## src/rtl/alu8_pkg.sv

```systemverilog
package alu8_pkg;
  localparam int INSTR_W  = 18;
  localparam int OPC_HI   = 17;
  localparam int OPC_LO   = 12;
  localparam int SRC_BIT  = 12;
  localparam int SUB_W    = 4;
  localparam logic [5:0] MOVE_OPC = 6'b100000;

  localparam logic [4:0] BASE_ADD  = 5'b01100;
  localparam logic [4:0] BASE_ADDC = 5'b01101;
  localparam logic [4:0] BASE_SUB  = 5'b01110;
  localparam logic [4:0] BASE_SUBC = 5'b01111;
  localparam logic [4:0] BASE_AND  = 5'b00101;
  localparam logic [4:0] BASE_OR   = 5'b00110;
  localparam logic [4:0] BASE_CMP  = 5'b01010;
  localparam logic [4:0] BASE_TST  = 5'b01001;

  typedef enum logic [3:0] {
    OP_NONE, OP_ADD, OP_ADDC, OP_SUB, OP_SUBC,
    OP_AND, OP_OR, OP_CMP, OP_TST, OP_SHL, OP_SHR
  } alu_op_e;

  // fill source for shift/rotate, taken from sub-code bits 2:1
  typedef enum logic [1:0] {
    FILL_CARRY = 2'b00,
    FILL_MSB   = 2'b01,
    FILL_LSB   = 2'b10,
    FILL_CONST = 2'b11
  } fill_e;

  typedef struct packed {
    alu_op_e op;
    logic    use_reg;
    fill_e   fill;
    logic    fill_bit;
    logic    wr;
    logic    flag_upd;
  } dec_t;
endpackage

```

## src/rtl/alu8_decode.sv

```systemverilog
module alu8_decode
  import alu8_pkg::*;
(
  input  logic [INSTR_W-1:0] instr,
  output dec_t               dec
);
  logic [SUB_W-1:0] sub;
  logic             sub_ok;

  assign sub    = instr[SUB_W-1:0];
  // constant fill uses bit 0 as the value; other fills need bit 0 clear
  assign sub_ok = (sub[2:1] == 2'b11) || !sub[0];

  always_comb begin
    dec          = '0;
    dec.op       = OP_NONE;
    dec.use_reg  = instr[SRC_BIT];
    dec.fill     = fill_e'(sub[2:1]);
    dec.fill_bit = sub[0];
    if (instr[OPC_HI:OPC_LO] == MOVE_OPC) begin
      if (sub_ok) dec.op = sub[3] ? OP_SHR : OP_SHL;
    end else begin
      unique case (instr[OPC_HI:OPC_LO+1])
        BASE_ADD:  dec.op = OP_ADD;
        BASE_ADDC: dec.op = OP_ADDC;
        BASE_SUB:  dec.op = OP_SUB;
        BASE_SUBC: dec.op = OP_SUBC;
        BASE_AND:  dec.op = OP_AND;
        BASE_OR:   dec.op = OP_OR;
        BASE_CMP:  dec.op = OP_CMP;
        BASE_TST:  dec.op = OP_TST;
        default:   dec.op = OP_NONE;
      endcase
    end
    dec.flag_upd = (dec.op != OP_NONE);
    dec.wr       = dec.flag_upd && (dec.op != OP_CMP) && (dec.op != OP_TST);
  end
endmodule

```

## src/rtl/alu8_arith.sv

```systemverilog
module alu8_arith
  import alu8_pkg::*;
#(
  parameter int DATA_W = 8
) (
  input  alu_op_e           op,
  input  logic [DATA_W-1:0] a,
  input  logic [DATA_W-1:0] b,
  input  logic              cin,
  output logic [DATA_W-1:0] res,
  output logic              cout
);
  logic              ci;
  logic [DATA_W:0]   sum;
  logic [DATA_W:0]   diff;
  logic [DATA_W-1:0] conj;

  assign ci   = ((op == OP_ADDC) || (op == OP_SUBC)) ? cin : 1'b0;
  assign sum  = {1'b0, a} + {1'b0, b} + {{DATA_W{1'b0}}, ci};
  assign diff = {1'b0, a} - {1'b0, b} - {{DATA_W{1'b0}}, ci};
  assign conj = a & b;

  always_comb begin
    res  = '0;
    cout = 1'b0;
    unique case (op)
      OP_ADD, OP_ADDC: begin res = sum[DATA_W-1:0];  cout = sum[DATA_W];  end
      OP_SUB, OP_SUBC,
      OP_CMP:          begin res = diff[DATA_W-1:0]; cout = diff[DATA_W]; end
      OP_AND:          begin res = conj;             cout = 1'b0;         end
      OP_OR:           begin res = a | b;            cout = 1'b0;         end
      OP_TST:          begin res = conj;             cout = ^conj;        end
      default:         begin res = '0;               cout = 1'b0;         end
    endcase
  end
endmodule

```

## src/rtl/alu8_shifter.sv

```systemverilog
module alu8_shifter
  import alu8_pkg::*;
#(
  parameter int DATA_W = 8
) (
  input  logic              right,
  input  fill_e             fill,
  input  logic              fill_bit,
  input  logic              cin,
  input  logic [DATA_W-1:0] a,
  output logic [DATA_W-1:0] res,
  output logic              cout
);
  logic              fb;
  logic [DATA_W-1:0] lft;
  logic [DATA_W-1:0] rgt;

  always_comb begin
    unique case (fill)
      FILL_CARRY: fb = cin;
      FILL_MSB:   fb = a[DATA_W-1];
      FILL_LSB:   fb = a[0];
      default:    fb = fill_bit;
    endcase
  end

  for (genvar i = 0; i < DATA_W; i++) begin : g_bit
    if (i == 0) begin : g_lo
      assign lft[i] = fb;
      assign rgt[i] = a[i+1];
    end else if (i == DATA_W-1) begin : g_hi
      assign lft[i] = a[i-1];
      assign rgt[i] = fb;
    end else begin : g_mid
      assign lft[i] = a[i-1];
      assign rgt[i] = a[i+1];
    end
  end

  assign res  = right ? rgt : lft;
  assign cout = right ? a[0] : a[DATA_W-1];
endmodule

```

## src/rtl/exec_alu8.sv

```systemverilog
module exec_alu8
  import alu8_pkg::*;
#(
  parameter int DATA_W = 8
) (
  input  logic                clk,
  input  logic                rst,
  input  logic                exec_en,
  input  logic [INSTR_W-1:0]  instr,
  input  logic [DATA_W-1:0]   rx_val,
  input  logic [DATA_W-1:0]   ry_val,
  output logic [DATA_W-1:0]   result,
  output logic                rx_we,
  output logic                carry_q,
  output logic                zero_q
);
  dec_t              dec;
  logic [DATA_W-1:0] op2;
  logic [DATA_W-1:0] ar_res;
  logic              ar_c;
  logic [DATA_W-1:0] sh_res;
  logic              sh_c;
  logic              is_move;
  logic              nxt_c;
  logic              nxt_z;

  alu8_decode u_dec (
    .instr (instr),
    .dec   (dec)
  );

  assign op2 = dec.use_reg ? ry_val : instr[DATA_W-1:0];

  alu8_arith #(.DATA_W(DATA_W)) u_arith (
    .op   (dec.op),
    .a    (rx_val),
    .b    (op2),
    .cin  (carry_q),
    .res  (ar_res),
    .cout (ar_c)
  );

  alu8_shifter #(.DATA_W(DATA_W)) u_shift (
    .right    (dec.op == OP_SHR),
    .fill     (dec.fill),
    .fill_bit (dec.fill_bit),
    .cin      (carry_q),
    .a        (rx_val),
    .res      (sh_res),
    .cout     (sh_c)
  );

  assign is_move = (dec.op == OP_SHL) || (dec.op == OP_SHR);
  assign result  = is_move ? sh_res : ar_res;
  assign rx_we   = dec.wr;
  assign nxt_c   = is_move ? sh_c : ar_c;
  assign nxt_z   = (result == '0);

  always_ff @(posedge clk) begin
    if (rst) begin
      carry_q <= 1'b0;
      zero_q  <= 1'b0;
    end else if (exec_en && dec.flag_upd) begin
      carry_q <= nxt_c;
      zero_q  <= nxt_z;
    end
  end
endmodule

```

## config.mk

```make
export PLATFORM = sky130hd
export DESIGN_NAME = exec_alu8
export DESIGN_NICKNAME = d
export VERILOG_FILES = /design/src/rtl/alu8_pkg.sv /design/src/rtl/alu8_decode.sv /design/src/rtl/alu8_arith.sv /design/src/rtl/alu8_shifter.sv /design/src/rtl/exec_alu8.sv
export SDC_FILE = /design/constraint.sdc
export NUM_CORES = 1
export LEC_CHECK = 0
export BUFFER_PORTS_ARGS = -buffer_cell sky130_fd_sc_hd__buf_2
export CORE_MARGIN = 2
export CORE_UTILIZATION = 30
export CTS_CLUSTER_SIZE = 30
export DETAILED_ROUTE_END_ITERATION = 8
export PLACE_DENSITY_LB_ADDON = 0.3
export RECOVER_POWER = 50
export SYNTH_ARGS = -nofsm -noshare
export SYNTH_HDL_FRONTEND = slang
export SYNTH_SLANG_ARGS = --single-unit
```

## constraint.sdc

```tcl
create_clock -name clk -period 8.5 [get_ports clk]
set_input_delay 2.125 -clock clk [delete_from_list [all_inputs] [get_ports clk]]
set_output_delay 2.125 -clock clk [all_outputs]
set_load 0.1 [all_outputs]
```

* Word-level counts from Yosys, hierarchy flattened *
Memories as Yosys holds them, arrays and structs flattened.
Index checks and enable logic that the tools add are counted.

storage, ports and cells
  register bits = 2
  bits in latches = 0
  RAM bits = 0
  bits in read-only memories = 64
  output and inout bits = 11
  logic and storage cells = 52
  memories = 1

memory list
  memory            words  width  rd ports  clocked after memory_dff  wr ports  RTL line           RTL
  (name not given)  16     4      1         0                         0         alu8_decode.sv:23  unique case (instr[OPC_HI:OPC_LO+1])

cells by class
  add/sub/neg operators = 4
  multiply operators = 0
  div/mod/pow operators = 0
  $lt $le $gt $ge = 0
  equal/unequal tests = 16
  shifts and indexed selects = 0
  muxes and demuxes = 13
  bitwise gates (word level) = 2
  reduce and logical (&&, ||, !) cells = 14

operators with widths
  cell                  count
  $pmux W8 S4           1
  $mux W8               3
  $eq A4 B3 Y1 const B  4
  $eq A4 B4 Y1 const B  3
  $mux W4               3
  $add A8 B8 Y9         1
  $add A9 B1 Y9         1
  $sub A8 B8 Y9         1
  $sub A9 B1 Y9         1
  $and A8 B8 Y8         1
  $eq A4 B2 Y1 const B  2
  $logic_not A8 Y1      1
  $or A8 B8 Y8          1
  $reduce_xor A8 Y1     1
  $eq A6 B6 Y1 const B  1
  $pmux W1 S3           2
  $eq A2 B2 Y1 const B  2
  $eq A4 B1 Y1 const B  1
  $ne A4 B3 Y1 const B  1
  $ne A4 B4 Y1 const B  1
  $reduce_bool A4 Y1    1
  $reduce_or A2 Y1      2
  $logic_and A1 B1 Y1   3
  $logic_or A1 B1 Y1    3
  other kinds (6)       8

* Depth between registers and ports, before layout *
  depth in word-level cells = 11
  mapped depth = 18
  gate-level depth less buffers = 18

* Modules after synthesis *
From an unflattened synthesis, not the netlist that was laid out.

unflattened totals
  cell total of the unflattened synthesis = 259
  area, all modules = 2175.8 um2

by module, submodules not included
  module        times used  cells an instance  area each (um2)  seq. area each (um2)
  alu8_arith    1           171                1367.6           0.0
  exec_alu8     1           38                 361.6            40.0
  alu8_decode   1           39                 317.8            0.0
  alu8_shifter  1           11                 128.9            0.0

* Worst setup path before layout *
No wires, ideal clock.

  path kind = input to output
  start = input port instr[13]
  end = output port result[6]
  arrival time = 5.779 ns
  required time = 6.375 ns
  path slack = 0.596 ns
  cell stages on the path = 15
  buffers on the path = 0
  cells stage by stage = inv_1 > ha_1 > nor2b_1 > o21ai_1 > nand2_1 > xnor2_1 > nand3_1 > fa_1 > fa_1 > or2_2 > a21oi_1 > o21ai_0 > xor2_1 > a21oi_1 > nand3_1

between the ends
  longest elaborated chain between the ends = 9
  elaborated cells between the ends (all ways) = 25
  classes of those cells = 2 x add/sub; 11 x eq/ne; 6 x mux; 5 x reduce/logical; 1 x memory

RTL lines
  element                                         RTL line                            RTL
  from (decl)                                     exec_alu8.sv:9                      input logic [INSTR_W-1:0] instr,
  $mem_v2 Z16 W4                                  --
  $mux W4                                         alu8_decode.sv:23
  $mux W4 (*)                                     alu8_decode.sv:20                   if (instr[OPC_HI:OPC_LO] == MOVE_OPC) begin
  $eq A4 B2 Y1 or $eq A4 B3 Y1 (tied branches)    alu8_arith.sv:18, alu8_arith.sv:26
  $logic_or A1 B1 Y1                              alu8_arith.sv:18                    assign ci = ((op == OP_ADDC) || (op == OP_SUBC)) ? cin : 1'b0;
  $mux W1                                         alu8_arith.sv:18
  $sub A9 B1 Y9 or $add A9 B1 Y9 (tied branches)  alu8_arith.sv:20, alu8_arith.sv:19
  $pmux W8 S4                                     alu8_arith.sv:26                    unique case (op)
  $mux W8 (*)                                     exec_alu8.sv:54                     assign result = is_move ? sh_res : ar_res;
  to (decl)                                       exec_alu8.sv:12                     output logic [DATA_W-1:0] result,

Every way passes the cells marked *; elsewhere a longest branch is shown, timed or not.

* Final worst setup path *
  start = input port instr[13]
  end = output port result[7]

Same word-level chain as after synthesis.

==> reports/results.ini <==
[outcome]
status=finished, violations left
violations=design-rule violations

[sta]
holdWs_ps=508
period_share_pct=96.2
rsz0062_at_grt=no
fin_ws_ps=324
hold_viol=0
period_minus_slack_ps=8180
finalSetupViolations=0
drv_slew=0
worstMarginPinSlew_ps=1170
fmax_mhz=122
fin_tns_setup_ps=0
relSlewSlack_pct=22.4
finClkSkew_ps=2.09

[route]
first_iter_violations=73
vias_per_cell=5.48
drc=5
final_antenna_net_count=0
firstDrtPassIters=6
vias=2050
wirelength_mm=6.03
wl_per_cell_um=16.1

[synth]
synth.cell_area_mm2=0.00200
yosysUniqueCellTypes=64
synth_top_area_share_pct=20.6
yosys-top-cells-area=ha_1 (21%), mux2i_1 (8.5%), inv_1 (6.0%)
ys_async_sr_fraction_pct=0
synth_ff_type=dfxtp_1
yosys_register_bits=2
netlist_instances=253
synth_nets=327
yosysMostFrequentCell=ha_1
yosysSeqAreaShare_pct=2.00
avgSynthCellArea_um2=7.92
synth_top_cells_by_count=ha_1 (33), inv_1 (32), mux2i_1 (17)
synth_edf_count=0
yosysTopAreaCell=ha_1
yosys_warnings=0

[grt]
use_met3_pct=1.35
grtUsageTotal_pct=16.3
busiest_layer=met2
antenna_found_initial=0
grt_pass1_vias=2024
grt-ovfl-total=0
grt_pass1_wl_mm=9.70
grtUsageMet2_pct=27.8
grt_max_degree=14
use_met1_pct=22.3

[critical_path]
cpPeakStageDelay_ps=550
crit_chain=buf_2, inv_1, ha_1, inv_1, or4_4, nand2_1, xnor2_1, nand3_1, inv_1, fa_1, inv_1, ha_1, o21ai_1, a211o_1, a211oi_1, buf_4, a211oi_1, or4b_4, buf_2
slowest_stage=or4b_4
start_kind=input pin
critPathArrivalTime_ps=6050
worstPathRequired_ps=6380
path_class=in2out
endpoint_kind=output port
cp_max_fo=7
crit_family=simple AND/OR/NAND/NOR gates
crit_path_frequent_cell=inv_1
path_buf_inv=7
r2r_slack_ps=4830

[die]
fp.dieArea_mm2=0.00735
start_util_pct=31.2
ioPinCount=48
dieHeight_um=85.7
die_w_um=85.7
num_rows=29
core-area_mm2=0.00642

[job]
max_cap_viol_count=0

[power_and_ir_drop]
p_per_area_mw_per_mm2=111
peakVddDrop_v=0.0000494
p_sw_w=0.000147
power.share.sequential_pct=4.0
swShare_pct=56.2
clkPwrFrac_pct=14.9
intPower_w=0.000114
comb_power_share_pct=81.1
leakage_nw=1.16

[layout]
nets=373
fillers=677
multiInputGateArea_mm2=0.00180
fin_area_mm2=0.00236
seq_area_um2=40.0
area_delta_synth_final_pct=17.6
diodes=0
drive_gt1_share_pct=21.5
finalCoreUtilization_pct=36.7

[clock_tree]
post_cts_buffers=0
insertion_delay_ps=220
cts_buffers=3
cts.path.max_buffers=2
cts_sinks=2
post_cts_resized=0
cts_tree=built
cts-root-buf=clkbuf_8
htree_levels=1
cts_hold_buf=0
path_clk_slew_ps=30

[place]
gp_congestion=0.875
dpl_cell_area_mm2=0.00233
dp_hpwl_mm=4.86
port_buffers=43
pre_cts_slack_ps=157

[hold_path]
hold_class=reg2reg

## sequential cells by signal, summed over array words and instances (netlist names)
name     count
zero_q       1
carry_q      1
## path summary, 6_finish.rpt
check                            start                   to  cells past startpoint
hold reg to reg    zero_q$_SDFFE_PP0P_  zero_q$_SDFFE_PP0P_                      2
hold / removal     zero_q$_SDFFE_PP0P_  zero_q$_SDFFE_PP0P_                      2
setup reg to reg  carry_q$_SDFFE_PP0P_  zero_q$_SDFFE_PP0P_                     13
setup / recovery             instr[13]            result[7]                     19
## placed cells by master, fill, tap and decap left out, types with 3 or more instances in the layout
cell type	synthesis	final
buf_2	2	38
ha_1	33	33
inv_1	32	32
mux2i_1	17	17
xnor2_1	13	13
nand2_1	12	12
a21oi_1	10	10
nor2_1	9	9
nor3_1	7	7
a211o_1	7	7
nand3_1	6	6
nand3b_1	6	6
o21ai_0	7	6
xor2_1	6	6
nor2b_1	5	5
o2111ai_1	5	5
or2_2	4	4
o32ai_1	4	4
fa_1	4	4
clkbuf_1	2	4
buf_4	0	4
o21ai_1	2	3
a211oi_1	3	3
o41ai_1	2	3
clkbuf_8	0	3
## worst reg2reg max path: stages, from the launching register on
cell and delay [ps]:
dfxtp_1 320, nand3_1 130, inv_1 70, fa_1 540, inv_1 60, ha_1 170, o21ai_1 260, a2111oi_0 180
a211oi_1 240, buf_4 160, a211oi_1 50, or4b_4 550, or4_1 570, o41ai_1 260
## power by group through the flow
| stage | Combinational, W | Clock, W | Sequential [W] |
|---|---|---|---|
| final | 0.000212 | 0.0000390 | 0.0000104 |
| after global routing | 0.000230 | 0.0000407 | 0.0000106 |
| after CTS | 0.000213 | 0.0000396 | 0.0000104 |
| after detailed placement | 0.000212 | 0 | 0.0000106 |
| after global placement | 0.000210 | 0 | 0.0000106 |
| after floorplan | 0.000155 | 0 | 0.0000150 |
## cell type report
cell class	count	share of cell area, %
multi-input combinational	212	76.4
tap	77	4.09
inverter	33	5.25
clock buffer	3	1.75
sequential	2	1.70
timing repair buffer	47	10.8
## kinds of logic after synthesis
kind of cell / synth area share, %
AOI/OAI and AO/OA: 26.5
xor gates and xnor gates: 8.30
adders and majority gates: 24.6
buffers and inverters: 7.80
DFF: 2.00
muxes: 9.61
and+or+nand+nor: 21.2
## per-layer routing
layer	routed length, µm	part of all wire, %	vias to the layer above
met5	0	0	-
met4	38	0.63	0
met3	366	6.1	5
met2	2760	46	60
met1	2860	47	958
li1	-	-	1027
## per-stage QoR
stage	total power [W]	instances
2_1_floorplan	0.000170	253
3_3_place_gp	0.000220	371
3_5_place_dp	0.000223	371
4_1_cts	0.000263	374
5_1_grt	0.000282	374
6_report	0.000261	374
(Power assumes the default switching activity.)
